## src/rtl/rc_cal_pkg.sv

```systemverilog
package rc_cal_pkg;

  typedef enum logic [2:0] {
    PH_IDLE,
    PH_DIS,
    PH_CHG,
    PH_SMP,
    PH_CMP,
    PH_RST
  } phase_e;

endpackage

```

## src/rtl/rc_cal_timer.sv

```systemverilog
module rc_cal_timer #(
  parameter int CODE_W   = 6,
  parameter int STEP_CYC = 16,
  parameter int CMP_AT   = 14
) (
  input  logic                        clk_i,
  input  logic                        rst_ni,
  input  logic                        start_i,
  output logic                        busy_o,
  output logic                        done_o,
  output logic [$clog2(STEP_CYC)-1:0] cyc_o,
  output logic [$clog2(CODE_W)-1:0]   step_o,
  output logic                        launch_o,
  output logic                        decide_o
);
  localparam int CNT_W  = $clog2(STEP_CYC);
  localparam int STEP_W = $clog2(CODE_W);
  localparam logic [CNT_W-1:0]  CYC_LAST  = CNT_W'(STEP_CYC - 1);
  localparam logic [CNT_W-1:0]  CYC_CMP   = CNT_W'(CMP_AT);
  localparam logic [STEP_W-1:0] STEP_LAST = STEP_W'(CODE_W - 1);

  logic              busy_q, busy_d;
  logic              done_q, done_d;
  logic [CNT_W-1:0]  cyc_q, cyc_d;
  logic [STEP_W-1:0] step_q, step_d;
  logic              launch, cnt_en;

  assign launch = start_i & ~busy_q;
  assign cnt_en = launch | busy_q;

  always_comb begin
    busy_d = busy_q;
    cyc_d  = cyc_q;
    step_d = step_q;
    done_d = 1'b0;
    if (launch) begin
      busy_d = 1'b1;
      cyc_d  = '0;
      step_d = '0;
    end else if (busy_q) begin
      if (cyc_q == CYC_LAST) begin
        cyc_d = '0;
        if (step_q == STEP_LAST) begin
          busy_d = 1'b0;
          done_d = 1'b1;
        end else begin
          step_d = step_q + 1'b1;
        end
      end else begin
        cyc_d = cyc_q + 1'b1;
      end
    end
  end

  always_ff @(posedge clk_i or negedge rst_ni) begin
    if (!rst_ni) begin
      busy_q <= 1'b0;
      cyc_q  <= '0;
      step_q <= '0;
    end else if (cnt_en) begin
      busy_q <= busy_d;
      cyc_q  <= cyc_d;
      step_q <= step_d;
    end
  end

  always_ff @(posedge clk_i or negedge rst_ni) begin
    if (!rst_ni) done_q <= 1'b0;
    else         done_q <= done_d;
  end

  assign busy_o   = busy_q;
  assign done_o   = done_q;
  assign cyc_o    = cyc_q;
  assign step_o   = step_q;
  assign launch_o = launch;
  assign decide_o = busy_q & (cyc_q == CYC_CMP);
endmodule

```

## src/rtl/rc_cal_sar.sv

```systemverilog
module rc_cal_sar #(
  parameter int CODE_W = 6
) (
  input  logic                      clk_i,
  input  logic                      rst_ni,
  input  logic                      launch_i,
  input  logic                      decide_i,
  input  logic [$clog2(CODE_W)-1:0] step_i,
  input  logic                      cmp_hi_i,
  output logic [CODE_W-1:0]         code_o
);
  localparam logic [CODE_W-1:0] FIRST_TRIAL = {1'b1, {(CODE_W-1){1'b0}}};

  logic [CODE_W-1:0] code_q, code_d;
  logic              code_en;
  int                bidx;

  assign code_en = launch_i | decide_i;

  always_comb begin
    code_d = code_q;
    bidx   = CODE_W - 1 - int'(step_i);
    if (launch_i) begin
      code_d = FIRST_TRIAL;
    end else if (decide_i) begin
      for (int i = 0; i < CODE_W; i++) begin
        if (i == bidx)     code_d[i] = cmp_hi_i;
        if (i == bidx - 1) code_d[i] = 1'b1;
      end
    end
  end

  always_ff @(posedge clk_i or negedge rst_ni) begin
    if (!rst_ni)      code_q <= '0;
    else if (code_en) code_q <= code_d;
  end

  assign code_o = code_q;
endmodule

```

## src/rtl/rc_cal_phase.sv

```systemverilog
module rc_cal_phase
  import rc_cal_pkg::*;
#(
  parameter int STEP_CYC = 16,
  parameter int DIS_CYC  = 2,
  parameter int CHG_CYC  = 11
) (
  input  logic                        busy_i,
  input  logic [$clog2(STEP_CYC)-1:0] cyc_i,
  output logic                        sw_dis_o,
  output logic                        sw_chg_o,
  output logic                        sw_smp_o,
  output logic                        cmp_en_o
);
  localparam int CNT_W = $clog2(STEP_CYC);
  localparam logic [CNT_W-1:0] CHG_FROM = CNT_W'(DIS_CYC);
  localparam logic [CNT_W-1:0] SMP_AT   = CNT_W'(DIS_CYC + CHG_CYC);
  localparam logic [CNT_W-1:0] CMP_AT   = CNT_W'(DIS_CYC + CHG_CYC + 1);

  phase_e phase;

  always_comb begin
    if (!busy_i)               phase = PH_IDLE;
    else if (cyc_i < CHG_FROM) phase = PH_DIS;
    else if (cyc_i < SMP_AT)   phase = PH_CHG;
    else if (cyc_i == SMP_AT)  phase = PH_SMP;
    else if (cyc_i == CMP_AT)  phase = PH_CMP;
    else                       phase = PH_RST;
  end

  assign sw_dis_o = (phase == PH_DIS) || (phase == PH_RST);
  assign sw_chg_o = (phase == PH_DIS) || (phase == PH_CHG);
  assign sw_smp_o = (phase == PH_SMP);
  assign cmp_en_o = (phase == PH_CMP);
endmodule

```

## src/rtl/rc_cal_rsel.sv

```systemverilog
module rc_cal_rsel #(
  parameter int RES_W = 4
) (
  input  logic                     clk_i,
  input  logic                     rst_ni,
  input  logic                     cfg_we_i,
  input  logic                     cfg_lowif_i,
  input  logic [$clog2(RES_W)-1:0] cfg_bw_i,
  input  logic                     busy_i,
  output logic [RES_W-1:0]         res_word_o,
  output logic                     cap_half_o
);
  localparam int BW_W = $clog2(RES_W);
  localparam logic [BW_W-1:0] REF_SEL = BW_W'(RES_W - 1);

  logic            lowif_q;
  logic [BW_W-1:0] bw_q;
  logic [BW_W-1:0] sel;

  always_ff @(posedge clk_i or negedge rst_ni) begin
    if (!rst_ni) begin
      lowif_q <= 1'b0;
      bw_q    <= '0;
    end else if (cfg_we_i) begin
      lowif_q <= cfg_lowif_i;
      bw_q    <= cfg_bw_i;
    end
  end

  assign sel = busy_i ? REF_SEL : bw_q;

  for (genvar j = 0; j < RES_W; j++) begin : g_therm
    assign res_word_o[j] = (int'(sel) >= (RES_W - j));
  end

  assign cap_half_o = lowif_q & ~busy_i;
endmodule

```

## src/rtl/rc_cal_ctrl.sv

```systemverilog
module rc_cal_ctrl #(
  parameter int CODE_W   = 6,
  parameter int STEP_CYC = 16,
  parameter int DIS_CYC  = 2,
  parameter int CHG_CYC  = 11,
  parameter int RES_W    = 4
) (
  input  logic                     clk_i,
  input  logic                     rst_ni,
  input  logic                     start_i,
  input  logic                     cmp_hi_i,
  input  logic                     cfg_we_i,
  input  logic                     cfg_lowif_i,
  input  logic [$clog2(RES_W)-1:0] cfg_bw_i,
  output logic [CODE_W-1:0]        cap_code_o,
  output logic                     cap_half_o,
  output logic [RES_W-1:0]         res_word_o,
  output logic                     sw_dis_o,
  output logic                     sw_chg_o,
  output logic                     sw_smp_o,
  output logic                     cmp_en_o,
  output logic                     busy_o,
  output logic                     done_o
);
  localparam int CNT_W  = $clog2(STEP_CYC);
  localparam int STEP_W = $clog2(CODE_W);
  localparam int CMP_AT = DIS_CYC + CHG_CYC + 1;

  logic              rst_meta_q, rst_sync_q;
  logic [CNT_W-1:0]  cyc;
  logic [STEP_W-1:0] step;
  logic              launch, decide, busy;

  always_ff @(posedge clk_i or negedge rst_ni) begin
    if (!rst_ni) begin
      rst_meta_q <= 1'b0;
      rst_sync_q <= 1'b0;
    end else begin
      rst_meta_q <= 1'b1;
      rst_sync_q <= rst_meta_q;
    end
  end

  rc_cal_timer #(
    .CODE_W  (CODE_W),
    .STEP_CYC(STEP_CYC),
    .CMP_AT  (CMP_AT)
  ) u_timer (
    .clk_i   (clk_i),
    .rst_ni  (rst_sync_q),
    .start_i (start_i),
    .busy_o  (busy),
    .done_o  (done_o),
    .cyc_o   (cyc),
    .step_o  (step),
    .launch_o(launch),
    .decide_o(decide)
  );

  rc_cal_sar #(
    .CODE_W(CODE_W)
  ) u_sar (
    .clk_i   (clk_i),
    .rst_ni  (rst_sync_q),
    .launch_i(launch),
    .decide_i(decide),
    .step_i  (step),
    .cmp_hi_i(cmp_hi_i),
    .code_o  (cap_code_o)
  );

  rc_cal_phase #(
    .STEP_CYC(STEP_CYC),
    .DIS_CYC (DIS_CYC),
    .CHG_CYC (CHG_CYC)
  ) u_phase (
    .busy_i  (busy),
    .cyc_i   (cyc),
    .sw_dis_o(sw_dis_o),
    .sw_chg_o(sw_chg_o),
    .sw_smp_o(sw_smp_o),
    .cmp_en_o(cmp_en_o)
  );

  rc_cal_rsel #(
    .RES_W(RES_W)
  ) u_rsel (
    .clk_i      (clk_i),
    .rst_ni     (rst_sync_q),
    .cfg_we_i   (cfg_we_i),
    .cfg_lowif_i(cfg_lowif_i),
    .cfg_bw_i   (cfg_bw_i),
    .busy_i     (busy),
    .res_word_o (res_word_o),
    .cap_half_o (cap_half_o)
  );

  assign busy_o = busy;
endmodule

```

## config.mk

```make
export PLATFORM = sky130hd
export DESIGN_NAME = rc_cal_ctrl
export DESIGN_NICKNAME = d
export VERILOG_FILES = /design/src/rtl/rc_cal_pkg.sv /design/src/rtl/rc_cal_timer.sv /design/src/rtl/rc_cal_sar.sv /design/src/rtl/rc_cal_phase.sv /design/src/rtl/rc_cal_rsel.sv /design/src/rtl/rc_cal_ctrl.sv
export SDC_FILE = /design/constraint.sdc
export NUM_CORES = 1
export LEC_CHECK = 0
export BUFFER_PORTS_ARGS = -buffer_cell sky130_fd_sc_hd__buf_2
export CORE_ASPECT_RATIO = 1.25
export CORE_UTILIZATION = 30
export CTS_CLUSTER_SIZE = 14
export DETAILED_ROUTE_END_ITERATION = 10
export PLACE_DENSITY_LB_ADDON = 0.1
export REMOVE_ABC_BUFFERS = 1
export SLEW_MARGIN = 10
export SYNTH_ARGS = -nofsm -noshare
export SYNTH_HDL_FRONTEND = slang
export SYNTH_SLANG_ARGS = --single-unit
```

## constraint.sdc

```tcl
create_clock -name clk_i -period 3.2 [get_ports clk_i]
set_input_delay 0.32 -clock clk_i [delete_from_list [all_inputs] [get_ports clk_i]]
set_output_delay 0.32 -clock clk_i [all_outputs]
set_load 0.1 [all_outputs]
```

# Word-level counts from Yosys, hierarchy flattened
# Index checks and enable logic that the tools add are counted.
word_totals:
  elab_cells: 105
  output_inout_bits: 17
  ff_bits: 20
classes:
  muxes: 35
  n_addsub: 4
  n_reduce_logical: 21
  n_eq_ne: 20
  n_lt_le_gt_ge: 5
  bitwise: 6
ops:
  columns: ["operator", "count"]
  rows:
  - ["$eq 3x32->1 const A", 4]
  - ["$eq 4x32->1 const A", 4]
  - ["$eq 2x32->1 const A", 2]
  - ["$logic_not 32->1", 2]
  - ["$sub 32x2->32 const B", 1]
  - ["$mux 3", 8]
  - ["$mux 1", 21]
  - ["$reduce_and 3->1", 6]
  - ["$reduce_bool 3->1", 6]
  - ["$eq 4x4->1 const B", 3]
  - ["$mux 4", 3]
  - ["$mux 6", 2]
  - ["$eq 3x3->1 const B", 3]
  - ["$eq 3x2->1 const B", 2]
  - ["$reduce_bool 2->1", 3]
  - ["$add 4x1->4 const B", 1]
  - ["$ge 2x2->1 const B", 2]
  - ["$lt 4x2->1 const B", 1]
  - ["$lt 4x4->1 const B", 1]
  - ["$reduce_and 4->1", 1]
  - ["$sub 3x3->4 const A", 1]
  - ["$add 3x1->3 const B", 1]
  - ["$and 1x1->1", 3]
  - ["$eq 3x1->1 const B", 1]
  - ["other kinds (7)", 9]

# Depth between registers and ports, before layout
# Gate-level depths: netlist (run 1).
depth:
  word_depth: 8
  ltp_mapped: 8

# Modules after synthesis
# From an unflattened synthesis (run 1), not the netlist that was laid out.
hier_totals:
  hier_cells: 117
  hier_area_um2: 1191.1
by_module_without_submodules:
  columns: ["module", "cells_each", "instances", "area_per_inst_um2"]
  rows:
  - ["rc_cal_timer", 48, 1, 475.5]
  - ["rc_cal_sar", 46, 1, 457.9]
  - ["rc_cal_rsel", 12, 1, 150.1]
  - ["rc_cal_ctrl", 3, 1, 53.8]
  - ["rc_cal_phase", 8, 1, 53.8]

# Worst setup path before layout (run 1)
# Ideal clock, no wire load.
synth_timing:
  kind: "register to output"
  start: "register u_timer.busy_q (netlist: u_timer.busy_o)"
  end: "output cmp_en_o"
  path_stages_with_launch: 5
  setup_slack_ns: -0.694
  arrival_time_ns: 3.574
  required_ns: 2.880
  cell_sequence: "dfrtp_1 -> buf_2 -> buf_2 -> nand2_1 -> nor3_1"
synth_between:
  elab_chain_cells: 2
synth_lines:
  columns: ["item", "line_no", "rtl"]
  rows:
  - ["start: declaration", "rc_cal_timer.sv:22", "logic busy_q, busy_d;"]
  - ["start signal: assignment", "rc_cal_timer.sv:61", "busy_q <= busy_d;"]
  - ["$mux 3", "rc_cal_phase.sv:23", "if (!busy_i) phase = PH_IDLE;"]
  - ["$eq 3x3->1", "rc_cal_phase.sv:34", "assign cmp_en_o = (phase == PH_CMP);"]
  - ["end: declaration", "rc_cal_ctrl.sv:21", "output logic cmp_en_o,"]
# No other way between the ends.

# Worst setup path in the final report (run 1)
layout_timing:
  start: "register u_timer.cyc_q[0] (netlist: u_timer.cyc_o[0])"
  end: "output sw_dis_o"
layout_between:
  elab_chain_cells: 8
  word_cells_on_any_way: 12
  cone_classes: "2 x order compare; 4 x eq/ne; 5 x mux; 1 x reduce/logical"
layout_lines:
  columns: ["item", "line_no", "rtl"]
  rows:
  - ["start: declaration", "rc_cal_timer.sv:24", "logic [CNT_W-1:0] cyc_q, cyc_d;"]
  - ["start signal: assignment", "rc_cal_timer.sv:62", "cyc_q <= cyc_d;"]
  - ["$eq 4x4->1", "rc_cal_phase.sv:27", "else if (cyc_i == CMP_AT) phase = PH_CMP;"]
  - ["$mux 1", "rc_cal_phase.sv:27", null]
  - ["$mux 3", "rc_cal_phase.sv:26", "else if (cyc_i == SMP_AT) phase = PH_SMP;"]
  - ["$mux 3", "rc_cal_phase.sv:25", "else if (cyc_i < SMP_AT) phase = PH_CHG;"]
  - ["$mux 3 (*)", "rc_cal_phase.sv:24", "else if (cyc_i < CHG_FROM) phase = PH_DIS;"]
  - ["$mux 3 (*)", "rc_cal_phase.sv:23", null]
  - ["$eq 3x1->1 or $eq 3x3->1 (tied branches)", "rc_cal_phase.sv:31", "assign sw_dis_o = (phase == PH_DIS) || (phase == PH_RST);"]
  - ["$logic_or 1x1->1 (*)", "rc_cal_phase.sv:31", null]
  - ["end: declaration", "rc_cal_ctrl.sv:18", "output logic sw_dis_o,"]
# Every way passes the cells marked *; elsewhere a longest branch is shown, timed or not.

==> impl_metrics.prom, run 1 <==
# TYPE chip_impl_metric gauge
chip_impl_metric{name="chipHeight",unit="um"} 76.5
chip_impl_metric{name="synth_enable_flop_cells",unit=""} 0
chip_impl_metric{name="setup_slack",unit="ns"} 0.954
chip_impl_metric{name="route.detailed.drc",unit=""} 0
chip_impl_metric{name="yosys_warnings",unit=""} 0
chip_impl_metric{name="share_seq_of_total_power",unit=""} 0.287
chip_impl_metric{name="die_area",unit="um2"} 4710
chip_impl_metric{name="clock_insertion_delay_worst_skew",unit="ns"} 0.26
chip_impl_metric{name="synth_cells",unit=""} 135
chip_impl_info{name="grt_setup_unrepaired",value="no"} 1
chip_impl_metric{name="worst_setup_hold_path_clk_slew",unit="ns"} 0.08
chip_impl_info{name="kind_of_cell_with_the_highest_combined_delay_on_the_critical_path",value="buffers and inverters"} 1
chip_impl_metric{name="clk_path_buf_depth",unit=""} 2
chip_impl_info{name="clock_tree.root_cell",value="sky130_fd_sc_hd__clkbuf_8"} 1
chip_impl_metric{name="power.share.switching",unit=""} 0.532
chip_impl_metric{name="cp_num_buf_inv",unit=""} 2
chip_impl_metric{name="power_report.internal_total",unit="uW"} 726
chip_impl_metric{name="p_sw",unit="uW"} 824
chip_impl_metric{name="cts_repair_resize_count",unit=""} 0
chip_impl_metric{name="power.combinational.fraction",unit=""} 0.583
chip_impl_metric{name="worst_slew_pin_slew",unit="ns"} 0.792
chip_impl_info{name="synth_flop_cell",value="sky130_fd_sc_hd__dfrtp_1"} 1
chip_impl_metric{name="detail_route.wl_per_cell",unit="um"} 13.1
chip_impl_metric{name="cts.htree.levels",unit=""} 1
chip_impl_metric{name="first_global_vias",unit=""} 1088
chip_impl_metric{name="detail_placement_hpwl",unit="um"} 2010
chip_impl_metric{name="area_taken_by_multi_input_logic_gates",unit="um2"} 746
chip_impl_metric{name="max_cap_violations",unit=""} 0
chip_impl_metric{name="drt-initial-drc-count",unit=""} 57
chip_impl_metric{name="r2r_slack",unit="ns"} 0.96
chip_impl_metric{name="max-vdd-ir-drop",unit="uV"} 286
chip_impl_metric{name="globalplace.congestion",unit=""} 0.812
chip_impl_metric{name="detailed_place.area",unit="um2"} 1470
chip_impl_info{name="critical_path_cell_by_cell",value="inv_1 > ha_1 > nand3b_1 > nor3_1 > o21a_1 > buf_2"} 1
chip_impl_metric{name="maximum_number_of_pins_on_one_net_before_global_route_repair",unit=""} 28
chip_impl_metric{name="num_vias",unit=""} 1078
chip_impl_metric{name="antenna_found_initial",unit=""} 0
chip_impl_metric{name="drt_wl_total",unit="um"} 2800
chip_impl_info{name="hold_path_class",value="in -> reg"} 1
chip_impl_metric{name="seq_area_frac_synth",unit=""} 0.376
chip_impl_metric{name="power.density",unit="nW/um2"} 1010
chip_impl_metric{name="total_cts_buffers",unit=""} 3
chip_impl_metric{name="grt_use_total",unit=""} 0.138
chip_impl_metric{name="period_needed",unit="ns"} 2.25
chip_impl_metric{name="cpPeakStageDelay",unit="ns"} 0.45
chip_impl_metric{name="arrival",unit="ns"} 1.93
chip_impl_metric{name="floorplan.core_area",unit="um2"} 4160
chip_impl_metric{name="initial_core_util",unit=""} 0.320
chip_impl_metric{name="setup_viol",unit=""} 0
chip_impl_metric{name="grt_first_pass_wirelength",unit="um"} 4950
chip_impl_metric{name="clock_sinks",unit=""} 20
chip_impl_metric{name="cts-hold-fix-buffers",unit=""} 1
chip_impl_metric{name="critical_path_peak_fanout",unit=""} 7
chip_impl_metric{name="port-buffer-count",unit=""} 23
chip_impl_metric{name="timing.final.crit_share",unit=""} 0.702
chip_impl_info{name="critical_path.startpoint_type",value="register"} 1
chip_impl_metric{name="dr.pass1.iters",unit=""} 4
chip_impl_metric{name="boundaryPins",unit=""} 25
chip_impl_metric{name="finalHoldViolCount",unit=""} 0
chip_impl_info{name="status",value="complete, no violations"} 1
chip_impl_metric{name="max_clock_freq",unit="MHz"} 445
chip_impl_info{name="crit_slowest_cell",value="sky130_fd_sc_hd__dfrtp_1"} 1
chip_impl_metric{name="stdcell_area",unit="um2"} 1540
chip_impl_metric{name="final.setup_skew",unit="ns"} 0.00499
chip_impl_metric{name="overflow",unit=""} 0
chip_impl_metric{name="async_reset_ff_frac",unit=""} 1.00
chip_impl_info{name="endpoint_kind",value="output port"} 1
chip_impl_metric{name="regArea",unit="um2"} 500
chip_impl_metric{name="post_synth_num_cell_types",unit=""} 43
chip_impl_info{name="worstSetupPathType",value="reg -> out"} 1
chip_impl_metric{name="slew_viol_final",unit=""} 0
chip_impl_metric{name="area_growth_syn_to_layout",unit="%"} 15.4
chip_impl_metric{name="nets",unit=""} 181
chip_impl_metric{name="final.setup.tns",unit="ns"} 0
chip_impl_metric{name="detail_route.vias_per_cell",unit=""} 5.06
chip_impl_metric{name="die_width",unit="um"} 61.6
chip_impl_metric{name="clockPowerShare",unit=""} 0.130
chip_impl_metric{name="post-cts-setup-buffers",unit=""} 0
chip_impl_metric{name="place_worst_setup_slack",unit="ns"} 0.986
chip_impl_metric{name="final_antenna_net_count",unit=""} 0
chip_impl_metric{name="antenna-diode-count",unit=""} 0
chip_impl_metric{name="required_time_reported_for_the_critical_path_endpoint",unit="ns"} 2.88
chip_impl_metric{name="fillers",unit=""} 460
chip_impl_metric{name="syn-mean-instance-area",unit="um2"} 9.87
chip_impl_metric{name="static-leakage-power",unit="uW"} 0.000710
chip_impl_metric{name="slew_headroom",unit=""} 0.472
chip_impl_metric{name="final_core_util",unit=""} 0.369
chip_impl_metric{name="syn-cell-area",unit="um2"} 1330
chip_impl_metric{name="drive_above_1_share",unit=""} 0.204
chip_impl_metric{name="placementRows",unit=""} 26
chip_impl_info{name="tritoncts_clock_tree",value="built"} 1
chip_impl_metric{name="ys_ff_latch",unit=""} 20
[registers in the layout, indices dropped and copies added, names as in the netlist, 2 cells and up]
register	flops
u_timer.step_o	3
u_sar.code_o	6
u_rsel.bw_q	2
u_timer.cyc_o	4
[synthesized netlist by cell type (2+ instances only)]
| master | count | area (um2) |
|---|---|---|
| sky130_fd_sc_hd__ha_1 | 14 | 175 |
| sky130_fd_sc_hd__a22o_1 | 2 | 17.5 |
| sky130_fd_sc_hd__a21oi_1 | 4 | 20.0 |
| sky130_fd_sc_hd__and4_1 | 2 | 17.5 |
| sky130_fd_sc_hd__nand2_1 | 9 | 33.8 |
| sky130_fd_sc_hd__nand4_1 | 2 | 12.5 |
| sky130_fd_sc_hd__a32o_1 | 8 | 80.1 |
| sky130_fd_sc_hd__mux2_2 | 3 | 33.8 |
| sky130_fd_sc_hd__nand3_1 | 7 | 35.0 |
| sky130_fd_sc_hd__conb_1 | 2 | 7.51 |
| sky130_fd_sc_hd__a31oi_1 | 2 | 12.5 |
| sky130_fd_sc_hd__inv_1 | 11 | 41.3 |
| sky130_fd_sc_hd__nor2_1 | 4 | 15.0 |
| sky130_fd_sc_hd__buf_2 | 3 | 15.0 |
| sky130_fd_sc_hd__buf_6 | 2 | 22.5 |
| sky130_fd_sc_hd__nor2b_1 | 7 | 43.8 |
| sky130_fd_sc_hd__dfrtp_1 | 20 | 500 |
| sky130_fd_sc_hd__and3_1 | 2 | 12.5 |
| sky130_fd_sc_hd__o211ai_1 | 2 | 15.0 |
| sky130_fd_sc_hd__and3b_1 | 2 | 17.5 |
| sky130_fd_sc_hd__nor3_1 | 5 | 25.0 |
[cell usage in the layout, fill, tap and decap left out, types with 2 or more instances in the layout]
cell type	count
sky130_fd_sc_hd__buf_2	23
sky130_fd_sc_hd__dfrtp_1	20
sky130_fd_sc_hd__ha_1	14
sky130_fd_sc_hd__inv_1	11
sky130_fd_sc_hd__nand2_1	9
sky130_fd_sc_hd__a32o_1	8
sky130_fd_sc_hd__nor2b_1	7
sky130_fd_sc_hd__nand3_1	7
sky130_fd_sc_hd__nor3_1	5
sky130_fd_sc_hd__nor2_1	4
sky130_fd_sc_hd__a21oi_1	4
sky130_fd_sc_hd__clkbuf_8	4
sky130_fd_sc_hd__mux2_2	3
sky130_fd_sc_hd__and4_1	2
sky130_fd_sc_hd__nand4_1	2
sky130_fd_sc_hd__and3b_1	2
sky130_fd_sc_hd__a31oi_1	2
sky130_fd_sc_hd__and3_1	2
sky130_fd_sc_hd__o211ai_1	2
sky130_fd_sc_hd__a22o_1	2
sky130_fd_sc_hd__conb_1	2
[kinds of logic (layout without fill, tap and decap cells)]
family,after synthesis,in the layout,share of synthesized area
buf+inv,17,39,0.0648
compound gates,29,29,0.172
fa+ha+maj,15,15,0.146
flops,20,20,0.376
mux,3,3,0.0254
xor+xnor,1,1,0.00657
simple gates,48,48,0.204
other cells,2,2,0.00564
[final cells by class]
class	count	area share
multi-input cells	98	0.485
inverters	11	0.0269
well taps	56	0.0456
repair buffers	24	0.0814
flip-flops and latches	20	0.325
clock buffers	4	0.0358
[power groups by stage]
stage | Clock (uW) | Combinational (uW) | Sequential, uW
after global placement | 0 | 903 | 446
after global routing | 220 | 1000 | 467
after CTS | 210 | 907 | 447
final | 201 | 904 | 446
after detailed placement | 0 | 903 | 452
after floorplan | 0 | 606 | 573
[through the flow]
stage               hold WS [ns]  power, uW  std cells
floorplan                 0.0244       1180        129
global placement           0.105       1350        208
detailed placement         0.108       1350        208
CTS                        0.275       1560        213
global route               0.273       1690        213
finish                     0.281       1550        213
[metal layers]
layer / vias up / global-route usage / routed length, um
li1: 531 / - / -
met2: 31 / 0.217 / 1360
met1: 512 / 0.179 / 1280
met5: - / 0 / 0
met3: 4 / 0.0306 / 131
met4: 0 / 0.0511 / 38
[worst register-to-register path, cell delays in order, from the launching register on]
cell and delay [ns]:
sky130_fd_sc_hd__dfrtp_1 0.49, sky130_fd_sc_hd__inv_1 0.20, sky130_fd_sc_hd__ha_1 0.32, sky130_fd_sc_hd__fa_1 0.47, sky130_fd_sc_hd__nor2b_1 0.18, sky130_fd_sc_hd__a32o_1 0.28
sky130_fd_sc_hd__a32o_1 0.20
[path summary, 6_finish.rpt]
check                                                    from                           to  depth (start not counted)
worst min register to register           rst_sync_q$_DFF_PN0_   u_rsel.bw_q[1]$_DFFE_PN0P_                          0
min in group asynchronous                rst_sync_q$_DFF_PN0_   u_rsel.bw_q[1]$_DFFE_PN0P_                          0
max in group asynchronous                rst_sync_q$_DFF_PN0_  u_sar.code_o[5]$_DFFE_PN0P_                          0
worst max register to register  u_timer.step_o[1]$_DFFE_PN0P_  u_sar.code_o[0]$_DFFE_PN0P_                          6
worst max-delay path             u_timer.cyc_o[0]$_DFFE_PN0P_                     sw_dis_o                          6
worst min-delay path                              cfg_bw_i[0]   u_rsel.bw_q[0]$_DFFE_PN0P_                          2
Note: power is estimated with default switching activity, not from simulation.
==> run 2, diff against run 1 <==
--- a/config.mk
+++ b/config.mk
@@ -5,6 +5,7 @@
 export SDC_FILE = /design/constraint.sdc
 export NUM_CORES = 1
 export LEC_CHECK = 0
+export ABC_AREA = 1
 export BUFFER_PORTS_ARGS = -buffer_cell sky130_fd_sc_hd__buf_2
 export CORE_ASPECT_RATIO = 1.25
 export CORE_UTILIZATION = 30
==> constraint.sdc (replaced) <==
create_clock -name clk_i -period 2 [get_ports clk_i]
set_input_delay 0.2 -clock clk_i [delete_from_list [all_inputs] [get_ports clk_i]]
set_output_delay 0.2 -clock clk_i [all_outputs]
set_load 0.1 [all_outputs]
==> impl_metrics.prom, run 2 <==
# TYPE chip_impl_metric gauge
chip_impl_metric{name="async_reset_ff_frac",unit=""} 1.00
chip_impl_metric{name="critical_path_peak_fanout",unit=""} 5
chip_impl_metric{name="detail_route.wl_per_cell",unit="um"} 10.6
chip_impl_info{name="critical_path.startpoint_type",value="register"} 1
chip_impl_metric{name="total_cts_buffers",unit=""} 3
chip_impl_metric{name="yosys_warnings",unit=""} 0
chip_impl_metric{name="globalplace.congestion",unit=""} 0.791
chip_impl_info{name="library_cell_with_the_highest_instance_count_after_synthesis",value="sky130_fd_sc_hd__nand2_1"} 1
chip_impl_metric{name="drive_above_1_share",unit=""} 0.244
chip_impl_metric{name="max_clock_freq",unit="MHz"} 522
chip_impl_metric{name="period_needed",unit="ns"} 1.91
chip_impl_metric{name="ys_ff_latch",unit=""} 20
chip_impl_info{name="worstSetupPathType",value="reg -> out"} 1
chip_impl_metric{name="finalHoldViolCount",unit=""} 0
chip_impl_metric{name="die_width",unit="um"} 64.9
chip_impl_metric{name="setup_viol",unit=""} 0
chip_impl_metric{name="synth_cells",unit=""} 210
chip_impl_metric{name="grt_first_pass_wirelength",unit="um"} 5710
chip_impl_metric{name="largest_reg_flops",unit=""} 6
chip_impl_info{name="synth_area_leaders",value="sky130_fd_sc_hd__dfrtp_1 (34%), sky130_fd_sc_hd__nand2_1 (17%), sky130_fd_sc_hd__ha_1 (12%), sky130_fd_sc_hd__nor2_1 (9.6%), sky130_fd_sc_hd__inv_1 (5.8%)"} 1
chip_impl_metric{name="stdcell_area",unit="um2"} 1840
chip_impl_metric{name="detail_placement_hpwl",unit="um"} 2500
chip_impl_metric{name="num_vias",unit=""} 1313
chip_impl_metric{name="first_global_vias",unit=""} 1358
chip_impl_metric{name="clock_insertion_delay_worst_skew",unit="ns"} 0.26
chip_impl_info{name="final_common_cell",value="sky130_fd_sc_hd__nand2_1"} 1
chip_impl_metric{name="boundaryPins",unit=""} 25
chip_impl_info{name="tritoncts_clock_tree",value="built"} 1
chip_impl_metric{name="seq_area_frac_synth",unit=""} 0.338
chip_impl_metric{name="hold-path-cell-count",unit=""} 3
chip_impl_metric{name="chipHeight",unit="um"} 80.6
chip_impl_metric{name="initial_core_util",unit=""} 0.313
chip_impl_metric{name="max_cap_violations",unit=""} 0
chip_impl_info{name="post-synth-top-area-cell",value="sky130_fd_sc_hd__dfrtp_1"} 1
chip_impl_info{name="hold_path_class",value="in -> reg"} 1
chip_impl_metric{name="slew_headroom",unit=""} 0.480
chip_impl_metric{name="slew_viol_final",unit=""} 0
chip_impl_metric{name="rr_worst_depth",unit=""} 9
chip_impl_metric{name="clk_path_buf_depth",unit=""} 2
chip_impl_metric{name="stdcell_count",unit=""} 302
chip_impl_metric{name="drt_wl_total",unit="um"} 3200
chip_impl_metric{name="detail_route.vias_per_cell",unit=""} 4.35
chip_impl_metric{name="antenna_found_initial",unit=""} 0
chip_impl_metric{name="final_core_util",unit=""} 0.389
chip_impl_metric{name="synth_enable_flop_cells",unit=""} 0
chip_impl_metric{name="nets",unit=""} 266
chip_impl_metric{name="arrival",unit="ns"} 1.71
chip_impl_info{name="endpoint_kind",value="output port"} 1
chip_impl_metric{name="required_time_reported_for_the_critical_path_endpoint",unit="ns"} 1.80
chip_impl_info{name="synth_flop_cell",value="sky130_fd_sc_hd__dfrtp_1"} 1
chip_impl_metric{name="clock_sinks",unit=""} 20
chip_impl_metric{name="floorplan.core_area",unit="um2"} 4730
chip_impl_metric{name="detailed_place.area",unit="um2"} 1730
chip_impl_metric{name="syn-mean-instance-area",unit="um2"} 7.06
chip_impl_info{name="clock_tree.root_cell",value="sky130_fd_sc_hd__clkbuf_8"} 1
chip_impl_metric{name="placementRows",unit=""} 28
chip_impl_metric{name="die_area",unit="um2"} 5230
chip_impl_info{name="synth_common_cells",value="sky130_fd_sc_hd__nand2_1 (68), sky130_fd_sc_hd__nor2_1 (38), sky130_fd_sc_hd__inv_1 (23), sky130_fd_sc_hd__dfrtp_1 (20), sky130_fd_sc_hd__ha_1 (14)"} 1
chip_impl_metric{name="final.setup_skew",unit="ns"} 0.00540
chip_impl_metric{name="worst_setup_hold_path_clk_slew",unit="ns"} 0.08
chip_impl_info{name="mostFrequentLayoutCells",value="sky130_fd_sc_hd__nand2_1 (67), sky130_fd_sc_hd__nor2_1 (36), sky130_fd_sc_hd__inv_1 (21), sky130_fd_sc_hd__buf_2 (20), sky130_fd_sc_hd__dfrtp_1 (18)"} 1
chip_impl_metric{name="post_synth_num_cell_types",unit=""} 23
chip_impl_metric{name="final_antenna_net_count",unit=""} 0
chip_impl_metric{name="port-buffer-count",unit=""} 23
chip_impl_info{name="status",value="complete, no violations"} 1
chip_impl_metric{name="syn-cell-area",unit="um2"} 1480
chip_impl_metric{name="worst_slew_pin_slew",unit="ns"} 0.779
chip_impl_metric{name="grt_use_total",unit=""} 0.141
chip_impl_metric{name="timing.final.crit_share",unit=""} 0.957
chip_impl_metric{name="netlist.area_leader.share",unit=""} 0.338
chip_impl_metric{name="placed_cells_incl_taps",unit=""} 296
chip_impl_metric{name="dr.pass1.iters",unit=""} 2
chip_impl_metric{name="route.detailed.drc",unit=""} 0
chip_impl_metric{name="area_growth_syn_to_layout",unit="%"} 24.1
chip_impl_metric{name="cts.htree.levels",unit=""} 1
chip_impl_metric{name="antenna-diode-count",unit=""} 0
chip_impl_metric{name="drt-initial-drc-count",unit=""} 54
chip_impl_metric{name="overflow",unit=""} 0
chip_impl_metric{name="maximum_number_of_pins_on_one_net_before_global_route_repair",unit=""} 19
-- run 2: changes by cell type after synthesis, moves of 3 or more --
| cell | change |
|---|---|
| sky130_fd_sc_hd__mux2_2 | -3 |
| sky130_fd_sc_hd__buf_2 | -3 |
| sky130_fd_sc_hd__nand2_1 | +59 |
| sky130_fd_sc_hd__o21ai_0 | +9 |
| sky130_fd_sc_hd__nor2_1 | +34 |
| sky130_fd_sc_hd__a21oi_1 | +3 |
| sky130_fd_sc_hd__nor2b_1 | -7 |
| sky130_fd_sc_hd__inv_1 | +12 |
| sky130_fd_sc_hd__a32o_1 | -8 |
| sky130_fd_sc_hd__nor3_1 | -4 |
| sky130_fd_sc_hd__nor2_4 | +3 |
-- run 2: cell type report --
cell class / count / area [um2]
fillers: 526 / 2890
clock buffers: 4 / 55.1
well taps: 60 / 75.1
repair buffers: 31 / 223
flip-flops and latches: 20 / 503
multi-input cells: 160 / 872
inverters: 27 / 111
-- run 2: worst paths after layout --
path,startpoint,to,slack [ns]
worst max register to register,u_timer.step_o[0]$_DFFE_PN0P_,u_sar.code_o[1]$_DFFE_PN0P_,0.18
worst min register to register,rst_sync_q$_DFF_PN0_,u_sar.code_o[4]$_DFFE_PN0P_,0.33
worst min-delay path,cfg_lowif_i,u_rsel.lowif_q$_DFFE_PN0P_,0.14
max in group asynchronous,rst_sync_q$_DFF_PN0_,u_timer.step_o[2]$_DFFE_PN0P_,1.13
min in group asynchronous,rst_ni,rst_meta_q$_DFF_PN0_,0.24
worst max-delay path,u_timer.cyc_o[0]$_DFFE_PN0P_,sw_dis_o,0.09
-- run 2: metrics by stage --
stage / setup TNS, ns / worst slack [ns] / hold slack, ns
after floorplan: -6.75 / -2.37 / -0.0956
after global routing: -0.0136 / -0.00991 / 0.154
after detailed placement: 0 / 0.0672 / -0.0127
after CTS: 0 / 0.0448 / 0.132
final: 0 / 0.0855 / 0.137
after global placement: 0 / 0.0539 / -0.0142
-- run 2: per-layer routing --
layer	global-route usage	share of wire	wire length (um)	up-vias
li1	-	-	-	699
met1	0.169	0.46	1480	588
met2	0.246	0.49	1560	21
met3	0.0241	0.031	99	5
met4	0.0533	0.017	54	0
met5	0	0	0	-
-- run 2: critical path, stage by stage, from the launching register on --
cell                      delay, ns
sky130_fd_sc_hd__dfrtp_1       0.39
sky130_fd_sc_hd__buf_4         0.15
sky130_fd_sc_hd__ha_1          0.23
sky130_fd_sc_hd__o21ai_0       0.29
sky130_fd_sc_hd__nand2_1       0.09
sky130_fd_sc_hd__nand2_1       0.08
sky130_fd_sc_hd__nor2_2        0.06
sky130_fd_sc_hd__buf_12        0.16
-- run 2: kinds of logic after synthesis --
family / after synthesis / share of synthesized area
and+or+nand+nor: 124 / 0.356
buffers and inverters: 30 / 0.0954
DFF: 20 / 0.338
AOI/OAI and AO/OA: 18 / 0.0684
adders and majority gates: 15 / 0.132
other: 2 / 0.00507
xor gates and xnor gates: 1 / 0.00591
-- run 2: what timing repair did --
item,CTS,global route
hold buffers,1,0
endpoints found under the hold margin,2,0
gates resized for setup,2,11
buffers inserted,1,0
setup endpoints to repair,3,9
Power of run 2 is not shown: default switching activity piles up to over one toggle a cycle in this logic, so the estimate is an artifact.
==> run 3, diff against run 2 <==
--- a/config.mk
+++ b/config.mk
@@ -11,7 +11,7 @@
 export CORE_UTILIZATION = 30
 export CTS_CLUSTER_SIZE = 14
 export DETAILED_ROUTE_END_ITERATION = 10
-export PLACE_DENSITY_LB_ADDON = 0.1
+export PLACE_DENSITY_LB_ADDON = 0.25
 export REMOVE_ABC_BUFFERS = 1
 export SLEW_MARGIN = 10
 export SYNTH_ARGS = -nofsm -noshare
==> impl_metrics.prom, run 3 (same netlist as run 2, synthesis figures left out) <==
# TYPE chip_impl_metric gauge
chip_impl_info{name="status",value="complete, no violations"} 1
chip_impl_info{name="clock_tree.root_cell",value="sky130_fd_sc_hd__clkbuf_8"} 1
chip_impl_metric{name="placed_cells_incl_taps",unit=""} 297
chip_impl_metric{name="drt_wl_total",unit="um"} 3260
chip_impl_metric{name="critical_path_peak_fanout",unit=""} 3
chip_impl_metric{name="detail_placement_hpwl",unit="um"} 2420
chip_impl_metric{name="setup_slack",unit="ns"} 0.132
chip_impl_metric{name="slew_viol_final",unit=""} 0
chip_impl_info{name="crit_slowest_cell",value="sky130_fd_sc_hd__dfrtp_1"} 1
chip_impl_metric{name="grt_use_total",unit=""} 0.138
chip_impl_metric{name="final.setup.tns",unit="ns"} 0
chip_impl_metric{name="hold_slack",unit="ns"} 0.135
chip_impl_info{name="mostFrequentLayoutCells",value="sky130_fd_sc_hd__nand2_1 (68), sky130_fd_sc_hd__nor2_1 (36), sky130_fd_sc_hd__buf_2 (20), sky130_fd_sc_hd__inv_1 (18), sky130_fd_sc_hd__dfrtp_1 (18)"} 1
chip_impl_metric{name="overflow",unit=""} 0
chip_impl_metric{name="die_area",unit="um2"} 5230
chip_impl_metric{name="detail_route.vias_per_cell",unit=""} 4.41
chip_impl_metric{name="clock_insertion_delay_worst_skew",unit="ns"} 0.26
chip_impl_metric{name="port-buffer-count",unit=""} 23
chip_impl_metric{name="num_vias",unit=""} 1341
chip_impl_metric{name="arrival",unit="ns"} 1.67
chip_impl_metric{name="max_cap_violations",unit=""} 0
chip_impl_info{name="crit_path_start",value="u_timer.cyc_o[0]$_DFFE_PN0P_"} 1
chip_impl_info{name="endpoint_kind",value="output port"} 1
chip_impl_metric{name="period_needed",unit="ns"} 1.87
chip_impl_info{name="tritoncts_clock_tree",value="built"} 1
chip_impl_metric{name="die_width",unit="um"} 64.9
chip_impl_metric{name="boundaryPins",unit=""} 25
chip_impl_metric{name="area_growth_syn_to_layout",unit="%"} 29.4
chip_impl_metric{name="detail_route.wl_per_cell",unit="um"} 10.7
chip_impl_metric{name="timing.final.crit_share",unit=""} 0.934
chip_impl_metric{name="antenna-diode-count",unit=""} 0
chip_impl_info{name="worstSetupPathType",value="reg -> out"} 1
chip_impl_metric{name="chipHeight",unit="um"} 80.6
chip_impl_metric{name="place_worst_setup_slack",unit="ns"} 0.103
chip_impl_metric{name="antenna_found_initial",unit=""} 0
chip_impl_metric{name="rr_worst_depth",unit=""} 9
chip_impl_metric{name="clock_sinks",unit=""} 20
chip_impl_metric{name="first_global_vias",unit=""} 1318
chip_impl_info{name="hold_path_startpoint",value="cfg_lowif_i"} 1
chip_impl_metric{name="nets",unit=""} 268
chip_impl_metric{name="worst_slew_pin_slew",unit="ns"} 0.777
chip_impl_metric{name="cts.htree.levels",unit=""} 1
chip_impl_info{name="timing.rr.start",value="u_timer.step_o[0]$_DFFE_PN0P_"} 1
chip_impl_metric{name="clk_path_buf_depth",unit=""} 2
chip_impl_info{name="hold_path_class",value="in -> reg"} 1
chip_impl_metric{name="dr.pass1.iters",unit=""} 4
chip_impl_metric{name="stdcell_count",unit=""} 304
chip_impl_metric{name="setup_viol",unit=""} 0
chip_impl_metric{name="worst_setup_hold_path_clk_slew",unit="ns"} 0.08
chip_impl_metric{name="final.setup_skew",unit="ns"} 0.00663
chip_impl_info{name="grt_setup_unrepaired",value="yes"} 1
chip_impl_metric{name="drive_above_1_share",unit=""} 0.266
chip_impl_metric{name="finalHoldViolCount",unit=""} 0
chip_impl_metric{name="maximum_number_of_pins_on_one_net_before_global_route_repair",unit=""} 19
chip_impl_info{name="critical_path_cell_by_cell",value="inv_1 > ha_1 > nor2_2 > inv_2 > nor4_4 > buf_4 > buf_12"} 1
chip_impl_metric{name="total_cts_buffers",unit=""} 3
chip_impl_metric{name="largest_reg_flops",unit=""} 6
chip_impl_info{name="critical_path.startpoint_type",value="register"} 1
chip_impl_metric{name="globalplace.congestion",unit=""} 0.905
chip_impl_metric{name="max_clock_freq",unit="MHz"} 535
chip_impl_metric{name="initial_core_util",unit=""} 0.313
chip_impl_metric{name="floorplan.core_area",unit="um2"} 4730
chip_impl_metric{name="route.detailed.drc",unit=""} 0
chip_impl_info{name="final_common_cell",value="sky130_fd_sc_hd__nand2_1"} 1
chip_impl_metric{name="cpPeakStageDelay",unit="ns"} 0.36
chip_impl_metric{name="drt-initial-drc-count",unit=""} 31
chip_impl_metric{name="final_antenna_net_count",unit=""} 0
chip_impl_metric{name="slew_headroom",unit=""} 0.482
chip_impl_metric{name="required_time_reported_for_the_critical_path_endpoint",unit="ns"} 1.80
chip_impl_metric{name="grt_first_pass_wirelength",unit="um"} 5620
chip_impl_metric{name="placementRows",unit=""} 28
chip_impl_metric{name="hold-path-cell-count",unit=""} 3
==> run 3: worst max-delay path: cells and delay by family (launching register included) <==
family        cells  cell delay [ns]
buf+inv           4             0.45
fa+ha+maj         1             0.20
flops             1             0.36
simple gates      2             0.39
==> run 3: metal layers <==
layer,vias up,track usage,share of wire
met2,18,0.250,0.50
met4,0,0.0600,0.018
met5,-,0,0
li1,704,-,-
met3,4,0.0156,0.025
met1,615,0.160,0.45
==> run 3: final timing paths <==
kind                                                  to  slack [ns]
max reg2reg                  u_sar.code_o[3]$_DFFE_PN0P_        0.18
min                           u_rsel.lowif_q$_DFFE_PN0P_        0.13
max in group asynchronous  u_timer.step_o[0]$_DFFE_PN0P_        1.13
min in group asynchronous           rst_sync_q$_DFF_PN0_        0.24
max                                             cmp_en_o        0.13
min reg2reg                  u_sar.code_o[0]$_DFFE_PN0P_        0.33
==> run 3: final cells by class <==
class | instances | area [um2]
tap | 60 | 75.1
sequential | 20 | 503
clock inverter | 1 | 30.0
multi-input combinational | 160 | 913
fill | 501 | 2810
clock buffer | 3 | 41.3
timing repair buffer | 33 | 241
inverter | 27 | 114
==> run 3: repair_timing <==
action / 4_1_cts / 5_1_grt
endpoints found under the hold margin: 2 / 0
buffers inserted: 0 / 2
gates resized for setup: 0 / 23
setup endpoints to repair: 0 / 9
hold buffers: 1 / 0
==> run 3: stage by stage <==
| step | util | instance area, um2 |
|---|---|---|
| floorplan | - | 1450 |
| global placement | 0.368 | 1740 |
| detailed placement | 0.368 | 1740 |
| CTS | 0.385 | 1820 |
| global route | 0.406 | 1920 |
| finish | 0.406 | 1920 |
Power of run 3 is left out for the same reason.
